<file path="config.mk">
export PLATFORM = sky130hd
export DESIGN_NAME = hpll_pd_mode_ctrl
export DESIGN_NICKNAME = d
export VERILOG_FILES = /design/src/rtl/hpll_pd_pkg.sv /design/src/rtl/hpll_pd_noise_hyst.sv /design/src/rtl/hpll_pd_line_window.sv /design/src/rtl/hpll_pd_current_sel.sv /design/src/rtl/hpll_pd_mode_ctrl.sv
export SDC_FILE = /design/constraint.sdc
export NUM_CORES = 1
export LEC_CHECK = 0
export ABC_AREA = 1
export BUFFER_PORTS_ARGS = -buffer_cell sky130_fd_sc_hd__buf_2
export CAP_MARGIN = 0
export CORE_MARGIN = 8
export CORE_UTILIZATION = 45
export DETAILED_ROUTE_END_ITERATION = 10
export PLACE_DENSITY = 0.7
export SLEW_MARGIN = 20
export SYNTH_ARGS = -nofsm -noshare
export SYNTH_HDL_FRONTEND = slang
export SYNTH_SLANG_ARGS = --single-unit
</file>
<file path="constraint.sdc">
create_clock -name clk -period 1.4 [get_ports clk]
set_input_delay 0.21 -clock clk [delete_from_list [all_inputs] [get_ports clk]]
set_output_delay 0.21 -clock clk [all_outputs]
set_load 0.02 [all_outputs]
</file>
<file path="src/rtl/hpll_pd_pkg.sv">
package hpll_pd_pkg;
  typedef enum logic {
    LOOP_FAST = 1'b0,
    LOOP_SLOW = 1'b1
  } loop_mode_e;

  localparam int unsigned CUR_W = 9;
  typedef logic [CUR_W-1:0] pd_cur_t;
endpackage

</file>
<file path="src/rtl/hpll_pd_noise_hyst.sv">
// Speed-mode register: hysteresis on SNR, evaluated at retrace end,
// overridden to fast by the Y/C-grounded condition.
module hpll_pd_noise_hyst
  import hpll_pd_pkg::*;
#(
  parameter int SNR_W     = 8,
  parameter int SNR_ENTER = 20,
  parameter int SNR_HYST  = 3
) (
  input  logic             clk,
  input  logic             rst_n,
  input  logic             vretrace,
  input  logic             yc_force,
  input  logic [SNR_W-1:0] snr_db,
  output loop_mode_e       mode_o
);
  localparam int SNR_EXIT = SNR_ENTER + SNR_HYST;

  logic       vr_q;
  loop_mode_e mode_q;
  logic       field_end;
  logic       too_noisy;
  logic       clean_enough;

  assign field_end    = vr_q & ~vretrace;
  assign too_noisy    = int'(snr_db) < SNR_ENTER;
  assign clean_enough = int'(snr_db) >= SNR_EXIT;

  always_ff @(posedge clk) begin
    if (!rst_n) begin
      vr_q   <= 1'b0;
      mode_q <= LOOP_FAST;
    end else begin
      vr_q <= vretrace;
      if (yc_force) begin
        mode_q <= LOOP_FAST;
      end else if (field_end) begin
        unique case (mode_q)
          LOOP_FAST: if (too_noisy)    mode_q <= LOOP_SLOW;
          LOOP_SLOW: if (clean_enough) mode_q <= LOOP_FAST;
          default:                     mode_q <= LOOP_FAST;
        endcase
      end
    end
  end

  assign mode_o = mode_q;
endmodule

</file>
<file path="src/rtl/hpll_pd_line_window.sv">
// Line-period flywheel and the gate window centred on the expected sync.
module hpll_pd_line_window #(
  parameter int LINE_CYCLES = 6400,
  parameter int GATE_CYCLES = 570
) (
  input  logic clk,
  input  logic rst_n,
  input  logic sync_strobe,
  output logic win_o
);
  localparam int CNT_W     = (LINE_CYCLES > 2) ? $clog2(LINE_CYCLES) : 1;
  localparam int GATE_PRE  = GATE_CYCLES / 2;
  localparam int GATE_POST = GATE_CYCLES - GATE_PRE;
  localparam int OPEN_AT   = LINE_CYCLES - GATE_PRE;

  logic [CNT_W-1:0] phase_q;
  logic             wrap;
  logic             early_part;
  logic             late_part;

  assign wrap = (phase_q == CNT_W'(LINE_CYCLES - 1));

  always_ff @(posedge clk) begin
    if (!rst_n) begin
      phase_q <= '0;
    end else if (sync_strobe || wrap) begin
      phase_q <= '0;
    end else begin
      phase_q <= phase_q + 1'b1;
    end
  end

  generate
    if (GATE_POST > 0) begin : g_post
      assign early_part = phase_q < CNT_W'(GATE_POST);
    end else begin : g_no_post
      assign early_part = 1'b0;
    end
    if (GATE_PRE > 0) begin : g_pre
      assign late_part = phase_q >= CNT_W'(OPEN_AT);
    end else begin : g_no_pre
      assign late_part = 1'b0;
    end
  endgenerate

  assign win_o = early_part | late_part;
endmodule

</file>
<file path="src/rtl/hpll_pd_current_sel.sv">
// Picks the current code and the detector enable from mode and lock.
module hpll_pd_current_sel
  import hpll_pd_pkg::*;
#(
  parameter int I_WEAK    = 30,
  parameter int I_SCAN    = 180,
  parameter int I_RETRACE = 270
) (
  input  loop_mode_e mode,
  input  logic       locked,
  input  logic       vretrace,
  input  logic       win,
  output pd_cur_t    cur_o,
  output logic       gate_o
);
  logic weak_locked;

  assign weak_locked = locked && (mode == LOOP_SLOW);

  always_comb begin
    if (weak_locked) begin
      cur_o  = CUR_W'(I_WEAK);
      gate_o = win;
    end else begin
      cur_o  = vretrace ? CUR_W'(I_RETRACE) : CUR_W'(I_SCAN);
      gate_o = 1'b1;
    end
  end
endmodule

</file>
<file path="src/rtl/hpll_pd_mode_ctrl.sv">
module hpll_pd_mode_ctrl
  import hpll_pd_pkg::*;
#(
  parameter int LINE_CYCLES = 6400,
  parameter int GATE_CYCLES = 570,
  parameter int SNR_W       = 8,
  parameter int SNR_ENTER   = 20,
  parameter int SNR_HYST    = 3,
  parameter int I_WEAK      = 30,
  parameter int I_SCAN      = 180,
  parameter int I_RETRACE   = 270
) (
  input  logic                           clk,
  input  logic                           rst_n,
  input  logic                           hsync_start,
  input  logic                           sync_locked,
  input  logic [SNR_W-1:0]               snr_db,
  input  logic                           vretrace,
  input  logic                           yc_chroma_gnd,
  output logic                           loop_slow,
  output logic [hpll_pd_pkg::CUR_W-1:0]  pd_current,
  output logic                           pd_gate
);
  loop_mode_e mode;
  logic       win;

  hpll_pd_noise_hyst #(
    .SNR_W    (SNR_W),
    .SNR_ENTER(SNR_ENTER),
    .SNR_HYST (SNR_HYST)
  ) u_hyst (
    .clk     (clk),
    .rst_n   (rst_n),
    .vretrace(vretrace),
    .yc_force(yc_chroma_gnd),
    .snr_db  (snr_db),
    .mode_o  (mode)
  );

  hpll_pd_line_window #(
    .LINE_CYCLES(LINE_CYCLES),
    .GATE_CYCLES(GATE_CYCLES)
  ) u_win (
    .clk        (clk),
    .rst_n      (rst_n),
    .sync_strobe(hsync_start),
    .win_o      (win)
  );

  hpll_pd_current_sel #(
    .I_WEAK   (I_WEAK),
    .I_SCAN   (I_SCAN),
    .I_RETRACE(I_RETRACE)
  ) u_sel (
    .mode    (mode),
    .locked  (sync_locked),
    .vretrace(vretrace),
    .win     (win),
    .cur_o   (pd_current),
    .gate_o  (pd_gate)
  );

  assign loop_slow = (mode == LOOP_SLOW);
endmodule

</file>
==> impl_metrics.env <==
export IMPL_violations="setup timing"
export IMPL_die_area_sq_um=3900
export IMPL_power_density_nw_per_um2=663
export IMPL_grt_max_degree=14
export IMPL_final_antenna_net_count=0
export IMPL_synth_area_leaders="dfxtp_1, nand2_1, inv_1"
export IMPL_power_internal_w=0.000573
export IMPL_finalSetupViolCount=1
export IMPL_syn_avg_cell_area_sq_um=6.70
export IMPL_grt_setup_unrepaired="true"
export IMPL_critPathMostFrequentCell="nor2_1"
export IMPL_synthAdderAreaFrac=0.0129
export IMPL_via_per_inst=4.60
export IMPL_arrival_ns=1.36
export IMPL_die_y_microns=62.5
export IMPL_clockPowerShare=0.327
export IMPL_worstHoldPathType="in2reg"
export IMPL_die_x_microns=62.5
export IMPL_p_leak_nw=0.580
export IMPL_cts_buffers=3
export IMPL_combPwrFrac=0.115
export IMPL_synth_warnings=0
export IMPL_swShare=0.265
export IMPL_start_kind="flop"
export IMPL_drive_gt1_frac=0.333
export IMPL_initial_core_util=0.457
export IMPL_synth_edf_count=0
export IMPL_route_detailed_drc=0
export IMPL_finalSetupTns_ns=-0.174
export IMPL_synth_compound_area_share=0.0103
export IMPL_cp_required_ns=1.19
export IMPL_port_buffers=21
export IMPL_fill_cells=210
export IMPL_clock_path_buffers=2
export IMPL_synth_top_cell_area_share=0.309
export IMPL_vias=916
export IMPL_synth_area_leader_cell="dfxtp_1"
export IMPL_htree_levels=1
export IMPL_maxSlewViolCount=0
export IMPL_seqPwrFrac=0.558
export IMPL_max_cap_viol_count=0
export IMPL_cts_tree="built"
export IMPL_nNetsFinal=187
export IMPL_placed_cells=194
export IMPL_synth_area_sq_um=972
export IMPL_finalNonFillerCells=199
export IMPL_drt_first_pass_iters=4
export IMPL_drt_iter0_drc=24
export IMPL_synth_ff_type="dfxtp_1"
export IMPL_clock_latency_ns=0.28
export IMPL_async_flop_share=0
export IMPL_path_class="reg2out"
export IMPL_skew_ns=0.00161
export IMPL_syn2layout_area_growth_pct=20.8
export IMPL_grt_pass1_vias=931
export IMPL_antenna_found_initial=0
export IMPL_diodes=0
export IMPL_worst_ir_drop_vdd_uv=522
export IMPL_period_needed_ns=1.57
export IMPL_netlist_top_cells_count="nand2_1, inv_1, nor2_1"
export IMPL_clkTransAtPathRegs_ns=0.09
export IMPL_synth_xor_area_frac=0.0450
export IMPL_overflow=0
export IMPL_critical_path_endpoint_type="primary output"
export IMPL_crit_fanout=3
export IMPL_grtUsageTotal=0.114
export IMPL_clock_fmax_mhz=635
export IMPL_num_rows=17
export IMPL_drt_wl_total_microns=2140
export IMPL_place_ws_ns=0.0325
export IMPL_wire_per_inst_microns=10.8
export IMPL_whs_ns=0.119
export IMPL_cts_sinks=15
export IMPL_synthDistinctLibCells=22
export IMPL_finalHoldViolCount=0
export IMPL_place_congestion=0.883
export IMPL_final_util=0.552
export IMPL_yosys_area_share_simple=0.467
export IMPL_fin_ws_ns=-0.174
export IMPL_synth_cells=145
export IMPL_crit_path_cell_trace="ha_4, nor2_1, nand2_1, nor2_1, nor2_1, nor2_1, nand2_1, buf_6"
export IMPL_max_stage_delay_ns=0.35
export IMPL_grt_pass1_wl_microns=3770
export IMPL_cp_slowest_cell="dfxtp_2"
export IMPL_synthMostInstantiatedCell="nand2_1"
export IMPL_hpwl_microns=1700
export IMPL_ys_seq_area_frac=0.309
export IMPL_status="finished, violations left"
export IMPL_synth_mux_area_frac=0
export IMPL_p_switching_w=0.000206
export IMPL_ys_ff_latch=15
export IMPL_synth_top_family_by_area="simple AND/OR/NAND/NOR gates"
export IMPL_num_io_pins=25
export IMPL_coreArea_sq_um=2130
export IMPL_fin_crit_sh=1.12
export IMPL_cts_root_buffer="clkbuf_4"
[worst max-delay path, delay by kind of cell, from the launching register on]
kind | cells | cell delay, ns
adders and majority gates | 1 | 0.16
DFF | 1 | 0.35
buffers and inverters | 1 | 0.13
and+or+nand+nor | 6 | 0.44
[power groups by stage]
stage | sequential [W] | combinational, W | clock [W]
after detailed placement | 0.000443 | 0.0000840 | 0
final | 0.000435 | 0.0000897 | 0.000255
after CTS | 0.000435 | 0.0000897 | 0.000261
after floorplan | 0.000444 | 0.0000653 | 0
after global placement | 0.000443 | 0.0000821 | 0
after global routing | 0.000436 | 0.0000993 | 0.000275
[cells by family (layout without fill, tap and decap cells)]
logic type	count (synthesis)	in the layout
DFF	15	15
AOI/OAI and AO/OA	2	2
xor gates and xnor gates	5	5
other	2	3
buffers and inverters	29	54
and+or+nand+nor	91	91
adders and majority gates	1	1
[state kept, by name, summed over array words and instances (netlist names)]
register,count
u_hyst.vr_q,1
u_hyst.mode_o,1
u_win.phase_q,13
[worst paths after layout]
path                                from                           to  slack [ns]  depth (start not counted)
max          u_win.phase_q[1]$_SDFF_PP0_                      pd_gate       -0.17                          8
min reg2reg   u_hyst.mode_o$_SDFFE_PP0P_   u_hyst.mode_o$_SDFFE_PP0P_        0.49                          2
min                                rst_n       u_hyst.vr_q$_SDFF_PN0_        0.12                          3
max reg2reg  u_win.phase_q[1]$_SDFF_PP0_  u_win.phase_q[9]$_SDFF_PP0_        0.10                          6
[cells in the final DEF (no fill, tap or decap)]
master,Yosys,final
clkinv_2,0,1
nor3b_1,1,1
buf_4,5,5
or2_2,1,1
dfxtp_1,15,10
inv_1,23,23
nand2_1,40,39
nand2_4,1,2
nor2_1,22,19
nand3_1,9,9
buf_2,0,20
nor2_4,1,1
nand3_4,1,1
dfxtp_2,0,5
nand4_4,1,1
clkbuf_4,0,3
ha_4,0,1
nand4_1,3,3
a21oi_1,1,1
buf_6,0,2
xnor2_1,2,2
nor2_8,1,1
o21ai_1,0,1
nor2_2,10,13
conb_1,2,3
xor2_1,3,3
[stage by stage]
step	cell area [sq um]	total power, W
after floorplan	978	0.000509
after global placement	1100	0.000525
after detailed placement	1100	0.000527
after CTS	1170	0.000786
after global routing	1170	0.000810
final	1170	0.000779
[cell type report]
type / instances / area (sq um) / share of cell area
inverter: 23 / 86.3 / 0.0735
multi-input combinational: 102 / 559 / 0.476
tap: 28 / 35.0 / 0.0298
clock buffer: 3 / 22.5 / 0.0192
sequential: 15 / 307 / 0.261
clock inverter: 1 / 5.00 / 0.00426
timing repair buffer: 27 / 160 / 0.136
[per-layer routing]
| layer | GRT usage | vias up | wire (microns) |
|---|---|---|---|
| li1 | - | 478 | - |
| met1 | 0.108 | 415 | 857 |
| met2 | 0.219 | 18 | 1160 |
| met3 | 0.0305 | 5 | 85 |
| met4 | 0.0570 | 0 | 37 |
| met5 | 0 | - | 0 |
[what timing repair did]
item | 4_1_cts | 5_1_grt
setup endpoints to repair | 1 | 4
cloned | 0 | 0
pin swaps | 4 | 1
gates resized for setup | 13 | 2
setup buffers | 1 | 0
hold buffers | 0 | 0
Power figures use the tool's default switching activity.
